## config.mk

```make
export PLATFORM = sky130hd
export DESIGN_NAME = pnp_init_key
export DESIGN_NICKNAME = d
export VERILOG_FILES = /design/src/rtl/pnp_key_pkg.sv /design/src/rtl/pnp_key_match.sv /design/src/rtl/pnp_cfg_regs.sv /design/src/rtl/pnp_isolate.sv /design/src/rtl/pnp_init_key.sv
export SDC_FILE = /design/constraint.sdc
export NUM_CORES = 1
export LEC_CHECK = 0
export ABC_AREA = 1
export BUFFER_PORTS_ARGS = -buffer_cell sky130_fd_sc_hd__buf_2
export CELL_PAD_IN_SITES_DETAIL_PLACEMENT = 1
export CELL_PAD_IN_SITES_GLOBAL_PLACEMENT = 2
export CORE_MARGIN = 1.5
export CORE_UTILIZATION = 29
export CTS_BUF_LIST = sky130_fd_sc_hd__clkbuf_16
export DETAILED_ROUTE_END_ITERATION = 6
export HOLD_SLACK_MARGIN = 0.06
export PLACE_DENSITY = 0.94
export SLEW_MARGIN = 20
export SYNTH_ARGS = -nofsm -noshare
export SYNTH_HDL_FRONTEND = slang
export SYNTH_HIERARCHICAL = 1
export SYNTH_SLANG_ARGS = --single-unit
```

## constraint.sdc

```tcl
create_clock -name clk -period 3.7 [get_ports clk]
set_input_delay 0.37 -clock clk [delete_from_list [all_inputs] [get_ports clk]]
set_output_delay 0.37 -clock clk [all_outputs]
set_load 0.01 [all_outputs]
```

## src/rtl/pnp_key_pkg.sv

```systemverilog
package pnp_key_pkg;
  localparam int BYTE_W = 8;
  localparam logic [BYTE_W-1:0] IDX_ISO  = 8'h01;
  localparam logic [BYTE_W-1:0] IDX_CTRL = 8'h02;
  localparam logic [BYTE_W-1:0] IDX_CSN  = 8'h06;
  localparam logic [BYTE_W-1:0] IDX_LDN  = 8'h07;
  localparam logic [BYTE_W-1:0] IDX_ACT  = 8'h30;
  localparam logic [BYTE_W-1:0] RD_ONE_A = 8'h55;
  localparam logic [BYTE_W-1:0] RD_ONE_B = 8'hAA;

  // one step of the key generator: shift right, feedback into bit 7
  function automatic logic [BYTE_W-1:0] key_step(input logic [BYTE_W-1:0] b);
    return {b[0] ^ b[1], b[BYTE_W-1:1]};
  endfunction
endpackage

```

## src/rtl/pnp_key_match.sv

```systemverilog
module pnp_key_match
  import pnp_key_pkg::*;
#(
  parameter int KEY_LEN = 32,
  parameter logic [BYTE_W-1:0] SEED = 8'h6A
) (
  input  logic              clk,
  input  logic              rst_n,
  input  logic              byte_wr,
  input  logic [BYTE_W-1:0] byte_val,
  input  logic              leave,
  output logic              key_ok
);
  localparam int CW = $clog2(KEY_LEN + 1);
  localparam logic [CW-1:0] LAST = CW'(KEY_LEN - 1);

  logic [BYTE_W-1:0] exp_q, exp_d;
  logic [CW-1:0]     cnt_q, cnt_d;
  logic              ok_q, ok_d;

  always_comb begin
    exp_d = exp_q;
    cnt_d = cnt_q;
    ok_d  = ok_q;
    if (ok_q) begin
      if (leave) begin
        ok_d  = 1'b0;
        exp_d = SEED;
        cnt_d = '0;
      end
    end else if (byte_wr) begin
      if (byte_val == exp_q) begin
        if (cnt_q == LAST) begin
          ok_d  = 1'b1;
          exp_d = SEED;
          cnt_d = '0;
        end else begin
          exp_d = key_step(exp_q);
          cnt_d = cnt_q + 1'b1;
        end
      end else if (byte_val == SEED) begin
        exp_d = key_step(SEED);
        cnt_d = CW'(1);
      end else begin
        exp_d = SEED;
        cnt_d = '0;
      end
    end
  end

  always_ff @(posedge clk or negedge rst_n) begin
    if (!rst_n) begin
      exp_q <= SEED;
      cnt_q <= '0;
      ok_q  <= 1'b0;
    end else begin
      exp_q <= exp_d;
      cnt_q <= cnt_d;
      ok_q  <= ok_d;
    end
  end

  assign key_ok = ok_q;

  p_cnt_bound_r2: assert property (@(posedge clk) disable iff (!rst_n)
    cnt_q < CW'(KEY_LEN));
  p_zero_restart_r3: assert property (@(posedge clk) disable iff (!rst_n)
    (!ok_q && byte_wr && byte_val == '0) |=> (cnt_q == '0 && exp_q == SEED));
  p_key_hold_r9: assert property (@(posedge clk) disable iff (!rst_n)
    (ok_q && !leave) |=> ok_q);
  p_key_leave_r9: assert property (@(posedge clk) disable iff (!rst_n)
    (ok_q && leave) |=> !ok_q);
endmodule

```

## src/rtl/pnp_cfg_regs.sv

```systemverilog
module pnp_cfg_regs
  import pnp_key_pkg::*;
(
  input  logic              clk,
  input  logic              rst_n,
  input  logic              key_ok,
  input  logic              addr_wr,
  input  logic              data_wr,
  input  logic [BYTE_W-1:0] wr_byte,
  output logic              iso_sel,
  output logic              iso_restart,
  output logic              leave,
  output logic [BYTE_W-1:0] card_num,
  output logic [BYTE_W-1:0] dev_sel,
  output logic              dev_active
);
  logic [BYTE_W-1:0] idx_q, idx_d;
  logic [BYTE_W-1:0] csn_q, csn_d;
  logic [BYTE_W-1:0] ldn_q, ldn_d;
  logic              act_q, act_d;
  logic              cfg_wr;

  assign cfg_wr      = key_ok && data_wr;
  assign leave       = cfg_wr && (idx_q == IDX_CTRL) && wr_byte[1];
  assign iso_restart = key_ok && addr_wr && (wr_byte == IDX_ISO);
  assign iso_sel     = key_ok && (idx_q == IDX_ISO);

  always_comb begin
    idx_d = idx_q;
    csn_d = csn_q;
    ldn_d = ldn_q;
    act_d = act_q;
    if (key_ok && addr_wr) idx_d = wr_byte;
    if (cfg_wr) begin
      unique case (idx_q)
        IDX_CSN: csn_d = wr_byte;
        IDX_LDN: ldn_d = wr_byte;
        IDX_ACT: act_d = wr_byte[0];
        default: ;
      endcase
    end
    if (leave) idx_d = '0;
  end

  always_ff @(posedge clk or negedge rst_n) begin
    if (!rst_n) begin
      idx_q <= '0;
      csn_q <= '0;
      ldn_q <= '0;
      act_q <= 1'b0;
    end else begin
      idx_q <= idx_d;
      csn_q <= csn_d;
      ldn_q <= ldn_d;
      act_q <= act_d;
    end
  end

  assign card_num   = csn_q;
  assign dev_sel    = ldn_q;
  assign dev_active = act_q;

  p_wfk_frozen_r5: assert property (@(posedge clk) disable iff (!rst_n)
    !key_ok |=> ($stable(csn_q) && $stable(ldn_q) && $stable(act_q)));
  p_act_load_r6: assert property (@(posedge clk) disable iff (!rst_n)
    (cfg_wr && idx_q == IDX_ACT) |=> (act_q == $past(wr_byte[0])));
  p_csn_load_r6: assert property (@(posedge clk) disable iff (!rst_n)
    (cfg_wr && idx_q == IDX_CSN) |=> (csn_q == $past(wr_byte)));
endmodule

```

## src/rtl/pnp_isolate.sv

```systemverilog
module pnp_isolate
  import pnp_key_pkg::*;
#(
  parameter int ID_BITS = 72
) (
  input  logic               clk,
  input  logic               rst_n,
  input  logic               enable,
  input  logic               restart,
  input  logic               rd_stb,
  input  logic [ID_BITS-1:0] card_id,
  output logic [BYTE_W-1:0]  rd_data
);
  localparam int BW = $clog2(ID_BITS + 1);
  localparam logic [BW-1:0] DONE = BW'(ID_BITS);

  logic [BW-1:0] bit_q, bit_d;
  logic          half_q, half_d;
  logic          cur_bit;
  logic          advance;

  assign advance = enable && rd_stb && (bit_q != DONE);
  assign cur_bit = (bit_q != DONE) ? card_id[bit_q] : 1'b0;

  always_comb begin
    bit_d  = bit_q;
    half_d = half_q;
    if (restart) begin
      bit_d  = '0;
      half_d = 1'b0;
    end else if (advance) begin
      if (half_q) begin
        half_d = 1'b0;
        bit_d  = bit_q + 1'b1;
      end else begin
        half_d = 1'b1;
      end
    end
  end

  always_ff @(posedge clk or negedge rst_n) begin
    if (!rst_n) begin
      bit_q  <= '0;
      half_q <= 1'b0;
    end else begin
      bit_q  <= bit_d;
      half_q <= half_d;
    end
  end

  always_comb begin
    rd_data = '0;
    if (enable && cur_bit) rd_data = half_q ? RD_ONE_B : RD_ONE_A;
  end

  p_rd_code_r7: assert property (@(posedge clk) disable iff (!rst_n)
    (rd_data == 8'h00 || rd_data == RD_ONE_A || rd_data == RD_ONE_B));
  p_half_step_r7: assert property (@(posedge clk) disable iff (!rst_n)
    (advance && !restart && !half_q) |=> half_q);
  p_bit_bound_r8: assert property (@(posedge clk) disable iff (!rst_n)
    bit_q <= DONE);
  p_done_hold_r8: assert property (@(posedge clk) disable iff (!rst_n)
    (bit_q == DONE && !restart) |=> (bit_q == DONE));
endmodule

```

## src/rtl/pnp_init_key.sv

```systemverilog
module pnp_init_key
  import pnp_key_pkg::*;
#(
  parameter int KEY_LEN = 32,
  parameter int ID_BITS = 72,
  parameter logic [7:0] SEED = 8'h6A
) (
  input  logic               clk,
  input  logic               rst_n,
  input  logic               addr_wr,
  input  logic               data_wr,
  input  logic [7:0]         wr_byte,
  input  logic               rd_stb,
  input  logic [ID_BITS-1:0] card_id,
  output logic               key_ok,
  output logic [7:0]         rd_data,
  output logic [7:0]         card_num,
  output logic [7:0]         dev_sel,
  output logic               dev_active
);
  logic leave;
  logic iso_sel;
  logic iso_restart;

  pnp_key_match #(.KEY_LEN(KEY_LEN), .SEED(SEED)) u_match (
    .clk(clk), .rst_n(rst_n), .byte_wr(addr_wr), .byte_val(wr_byte),
    .leave(leave), .key_ok(key_ok)
  );

  pnp_cfg_regs u_cfg (
    .clk(clk), .rst_n(rst_n), .key_ok(key_ok), .addr_wr(addr_wr),
    .data_wr(data_wr), .wr_byte(wr_byte), .iso_sel(iso_sel),
    .iso_restart(iso_restart), .leave(leave), .card_num(card_num),
    .dev_sel(dev_sel), .dev_active(dev_active)
  );

  pnp_isolate #(.ID_BITS(ID_BITS)) u_iso (
    .clk(clk), .rst_n(rst_n), .enable(iso_sel), .restart(iso_restart),
    .rd_stb(rd_stb), .card_id(card_id), .rd_data(rd_data)
  );

  p_silent_r10: assert property (@(posedge clk) disable iff (!rst_n)
    !key_ok |-> (rd_data == 8'h00));
endmodule

```

# After elaboration in Yosys (flattened, before gate mapping)
# Cells that the tools add are included.
# W data, S select, Z words.
[word_totals]
ff_bits = 48
in_bits = 85
elab_cells = 72
out_inout_bits = 26
[classes]
add_sub_neg = 2
bitwise_logic = 1
n_mux = 30
order_cmp = 1
reduce_logical = 18
n_eq_ne = 11
[ops]
columns = ["operator", "n"]
rows = [
  ["$mux W8", 10],
  ["$mux W6", 5],
  ["$mux W7", 3],
  ["$eq A8 B1 Y1 const B", 2],
  ["$eq A8 B3 Y1 const B", 2],
  ["$mux W1", 11],
  ["$reduce_and A2 Y1", 5],
  ["$logic_and A1 B1 Y1", 9],
  ["$eq A8 B2 Y1 const B", 1],
  ["$eq A8 B6 Y1 const B", 1],
  ["$eq A8 B7 Y1 const B", 1],
  ["$eq A8 B8 Y1", 1],
  ["$lt A7 B8 Y1 const B", 1],
  ["$reduce_bool A2 Y1", 4],
  ["$add A7 B1 Y7 const B", 1],
  ["$bmux W1 S7", 1],
  ["$ne A7 B7 Y1 const B", 1],
  ["$add A6 B1 Y6 const B", 1],
  ["$eq A6 B5 Y1 const B", 1],
  ["$ne A2 B2 Y1 const B", 1],
  ["$xor A1 B1 Y1", 1],
]

# Logic depth before layout (Yosys ltp)
[logic_depth]
depth_word = 6
mapped_depth = 16
mapped_depth_nobuf = 14

# By module
# The synthesis kept the hierarchy.
[by_module_without_submodules]
columns = ["mod", "instances", "area_per_inst_um2", "cells_per_inst", "seq_area_each_um2"]
rows = [
  ["pnp_isolate", 1, 1341.3, 259, 200.2],
  ["pnp_cfg_regs", 1, 1315.0, 160, 625.6],
  ["pnp_key_match", 1, 1024.7, 147, 380.4],
]

# Worst setup path before layout
# OpenSTA, ideal clock, no wires.
[synth_path]
path_kind = "reg-to-output"
start = "register u_iso.bit_q[0]"
end = "output port rd_data[2]"
required_ps = 3330
path_stages_with_launch = 15
arrival_time_ps = 1711
setup_slack_ps = 1619
path_cell_list = "dfrtp_1 > buf_6 > buf_4 > nand2_1 > nand3_1 > nand3_1 > nand3_1 > nand2_1 > nand2_1 > nand2_1 > nand3_1 > nand2_1 > nand2_1 > nor2_1 > buf_4"
[synth_via]
elab_chain_len = 5
elab_cells_between_ends = 6
classes_between = "eq/ne: 1; mux: 4; reduce/logical: 1"
[synth_lines]
columns = ["item", "line", "source"]
rows = [
  ["start, declared", "pnp_isolate.sv:17", "logic [BW-1:0] bit_q, bit_d;"],
  ["start signal, assigned", "pnp_isolate.sv:46", "bit_q <= bit_d;"],
  ["$bmux W1 S7", "pnp_isolate.sv:23", "assign cur_bit = (bit_q != DONE) ? card_id[bit_q] : 1'b0;"],
  ["$mux W1 (implied by the code)", "pnp_isolate.sv:23", ""],
  ["$mux W1 *", "pnp_isolate.sv:23", ""],
  ["$logic_and A1 B1 Y1 *", "pnp_isolate.sv:53", "if (enable && cur_bit) rd_data = half_q ? RD_ONE_B : RD_ONE_A;"],
  ["$mux W8 *", "pnp_isolate.sv:53", ""],
  ["end, declared", "pnp_init_key.sv:16", "output logic [7:0] rd_data,"],
]
# Every way passes the cells marked *; elsewhere a longest branch is shown, timed or not. The select of a mux whose other input is x is not followed.

# Worst setup path after layout
[layout_path]
start = "register u_iso.bit_q[1]"
end = "output port rd_data[4]"
# Same word-level chain as after synthesis.

==> results.yml <==
finish:
  syn_to_final_growth_pct: 21.2
  n_fill_cell: 1657
  n_antenna_cell: 0
  final_cells: 831
  nets: 750
  final_layout_size_suffix_gt1_share_pct: 22.6
  utilization_pct: 36.5
  stdcell_area_mm2: 0.00446
synthesis:
  synth_top_area_cell: "dfrtp_1"
  synth_area_leaders: "dfrtp_1 (30%), nand2_1 (21%), inv_1 (7.7%)"
  ys_ff_latch: 48
  ys_types: 33
  syn_area_mm2: 0.00368
  seq_area_frac_synth_pct: 32.8
  synthCells: 566
  ys_warn_count: 6
  syn_avg_cell_area_um2: 6.50
  synth.top_cell.area_share_pct: 29.9
  synth_edf_count: 0
  synth-async-reset-ratio_pct: 100
  synth_flop_cell: "dfrtp_1"
  syn_nets: 654
  ys_top_cells_by_count: "nand2_1 (204), inv_1 (76), nand3_1 (55)"
  yosysMostFrequentCell: "nand2_1"
placed_design:
  dp_hpwl_um: 8760
  gp_congestion: 0.799
  port-buffer-count: 110
  dpl_worst_slack_ps: 1040
  dp_cells: 823
  placed_cell_area_mm2: 0.00427
clocking:
  cts.reportedPaths.clkPinSlew_ps: 70
  clockBufferDepth: 2
  cts.sinks: 48
  h-tree-depth: 2
  cts_tree: "built"
  postCtsSetupBuffers: 0
  numCtsBuffers: 5
  clk_latency_ps: 290
  cts_root_buf: "clkbuf_16"
  cts_hold_buffers: 0
  cts_resized: 0
global_routing:
  grt_pass1_wl_um: 19400
  antenna_found_initial: 0
  overflow: 0
  grt_max_degree: 49
  grt_pass1_vias: 4047
  grtUsageTotal_pct: 18.0
run_status:
  status: "finished, final reports clean"
run:
  maxCapViolCount: 0
critical_path:
  r2r-end: "u_iso/bit_q[5]$_DFFE_PN0P_"
  crit_path_max_fanout: 22
  worst_setup_path_end_kind: "output port"
  cp_num_buf_inv: 2
  cp_slowest_stage_delay_ps: 790
  cp.depth: 13
  endpoint: "rd_data[4]"
  worstReg2RegStart: "u_iso/bit_q[1]$_DFFE_PN0P_"
  reg2reg_slack_ps: 1110
  path_delay_family: "simple AND/OR/NAND/NOR gates"
  worstSetupStartpointType: "register"
  arrival_ps: 2570
  r2r_cells: 9
  cp-startpoint: "u_iso/bit_q[1]$_DFFE_PN0P_"
  path_cells: "inv_2 > nor2_1 > o21ai_0 > nand3_1 > nand3_1 > nand2_1 > nand2_1 > nand2_1 > nand3_1 > nand2_1 > nand2_1 > nor2_1 > buf_2"
  critPathMostFrequentCell: "nand2_1"
  critPathRequiredTime_ps: 3330
  setup.worst_path.class: "register to output port"
  slowest_stage: "dfrtp_1"
timing:
  worstMarginPinSlew_ps: 696
  finalSetupTns_ps: 0
  timing.slew.headroom_pct: 53.6
  fin_crit_sh_pct: 79.4
  hold_ws_ps: 106
  setup_violations: 0
  fmax_mhz: 340
  rsz0062_at_grt: "false"
  setup_ws_ps: 761
  hold_viol_final: 0
  finClkSkew_ps: 5.85
  timing.final.crit_period_ps: 2940
  drv_slew: 0
detailed_routing:
  via_per_inst: 4.72
  wl_um: 11800
  drc: 0
  post_drt_wl_per_cell_um: 14.2
  antenna_left: 0
  vias: 3922
  drt_iter0_drc: 169
  drt-pass1-iter-count: 4
min_path:
  hold_path_class: "primary input to async pin"
floorplanning:
  start_util_pct: 30.1
  die_w_um: 116
  pin_count: 111
  die_y_um: 116
  die-area_mm2: 0.0134
  rows: 40
  core_area_mm2: 0.0122
pwr:
  finalPower_mw: 2.31
  p_leak_nw: 2.59
  p_per_area_mw_per_mm2: 518
  irDropWorstVdd_v: 0.000370
## cell type report
type	count	area (µm²)	area share [%]
Tap cell	168	210	4.71
Inverter	85	322	7.20
Sequential cell	48	1210	27.0
Clock buffer	5	125	2.80
Clock inverter	3	63.8	1.43
Multi-Input combinational cell	411	1980	44.3
Timing Repair Buffer	111	561	12.6
## worst register-to-register path: stages (launching register included)
cell     delay (ps)
dfrtp_1         790
inv_2           320
ha_1            280
nand3_1         100
nand3_1         110
o21ai_2         390
nand2_2         140
o21ai_1         160
nand2_1          80
a21oi_1         140
## layout by cell type, fill, tap and decap left out
cell / n
clkbuf_16: 5
inv_2: 6
clkinv_2: 2
o21ai_1: 3
dfstp_2: 4
nor2_1: 49
a21oi_1: 10
nor2_8: 2
nand2_2: 5
clkinv_1: 1
o21ai_0: 23
buf_4: 2
nand4_1: 23
inv_1: 77
dfrtp_1: 44
nand2_1: 204
nor2_2: 1
buf_2: 109
ha_1: 3
o21ai_2: 1
nand3_4: 4
xor2_1: 3
nor3_2: 1
o211ai_1: 3
o22ai_1: 1
o221ai_1: 1
xnor2_1: 6
bufinv_16: 2
nand2_4: 2
nor3_1: 6
nor2_4: 4
nand3_1: 55
o2111ai_1: 1
## state kept, by name (all words and copies together) (netlist names)
| name | count |
|---|---|
| u_cfg/card_num | 8 |
| u_cfg/dev_sel | 8 |
| u_cfg/idx_q | 8 |
| u_match/exp_q | 8 |
| u_iso/bit_q | 7 |
| u_match/cnt_q | 6 |
| u_cfg/dev_active | 1 |
| u_iso/half_q | 1 |
| u_match/key_ok | 1 |
## cells by family after synthesis
family	count (synthesis)	share of synthesized area, %
compound gates	43	6.39
xor+xnor	9	2.14
flops	48	32.8
buf+inv	107	13.6
fa+ha+maj	3	1.02
simple gates	356	44.1
## where the power goes
group	internal, mW	total (mW)	switching [mW]
registers	0.654	0.792	0.138
clock network	0.385	0.582	0.197
logic	0.317	0.940	0.623
total	1.36	2.31	0.958
## metal layers
metal  track usage [%]  wire (µm)  part of all wire (%)  vias up
li1                  -          -                     -     1962
met1              23.2       5240                    44     1870
met2              32.8       6020                    51       79
met3              2.20        463                   3.9       11
met4              3.41        110                  0.93        0
met5                 0          0                     0        -
## how the worst min path moves through the flow
stage	start	end	slack, ps	cells past startpoint
6_report	rst_n	u_cfg/dev_sel[3]$_DFFE_PN0P_	110	1
3_5_place_dp	u_cfg/dev_sel[3]$_DFFE_PN0P_	u_cfg/dev_sel[3]$_DFFE_PN0P_	460	2
5_1_grt	rst_n	u_cfg/dev_sel[3]$_DFFE_PN0P_	160	1
2_1_floorplan	rst_n	u_cfg/card_num[0]$_DFFE_PN0P_	70	0
4_1_cts	rst_n	u_cfg/dev_sel[3]$_DFFE_PN0P_	330	1
3_3_place_gp	u_cfg/dev_sel[4]$_DFFE_PN0P_	u_cfg/dev_sel[4]$_DFFE_PN0P_	450	2
Power figures use the tool's default switching activity.
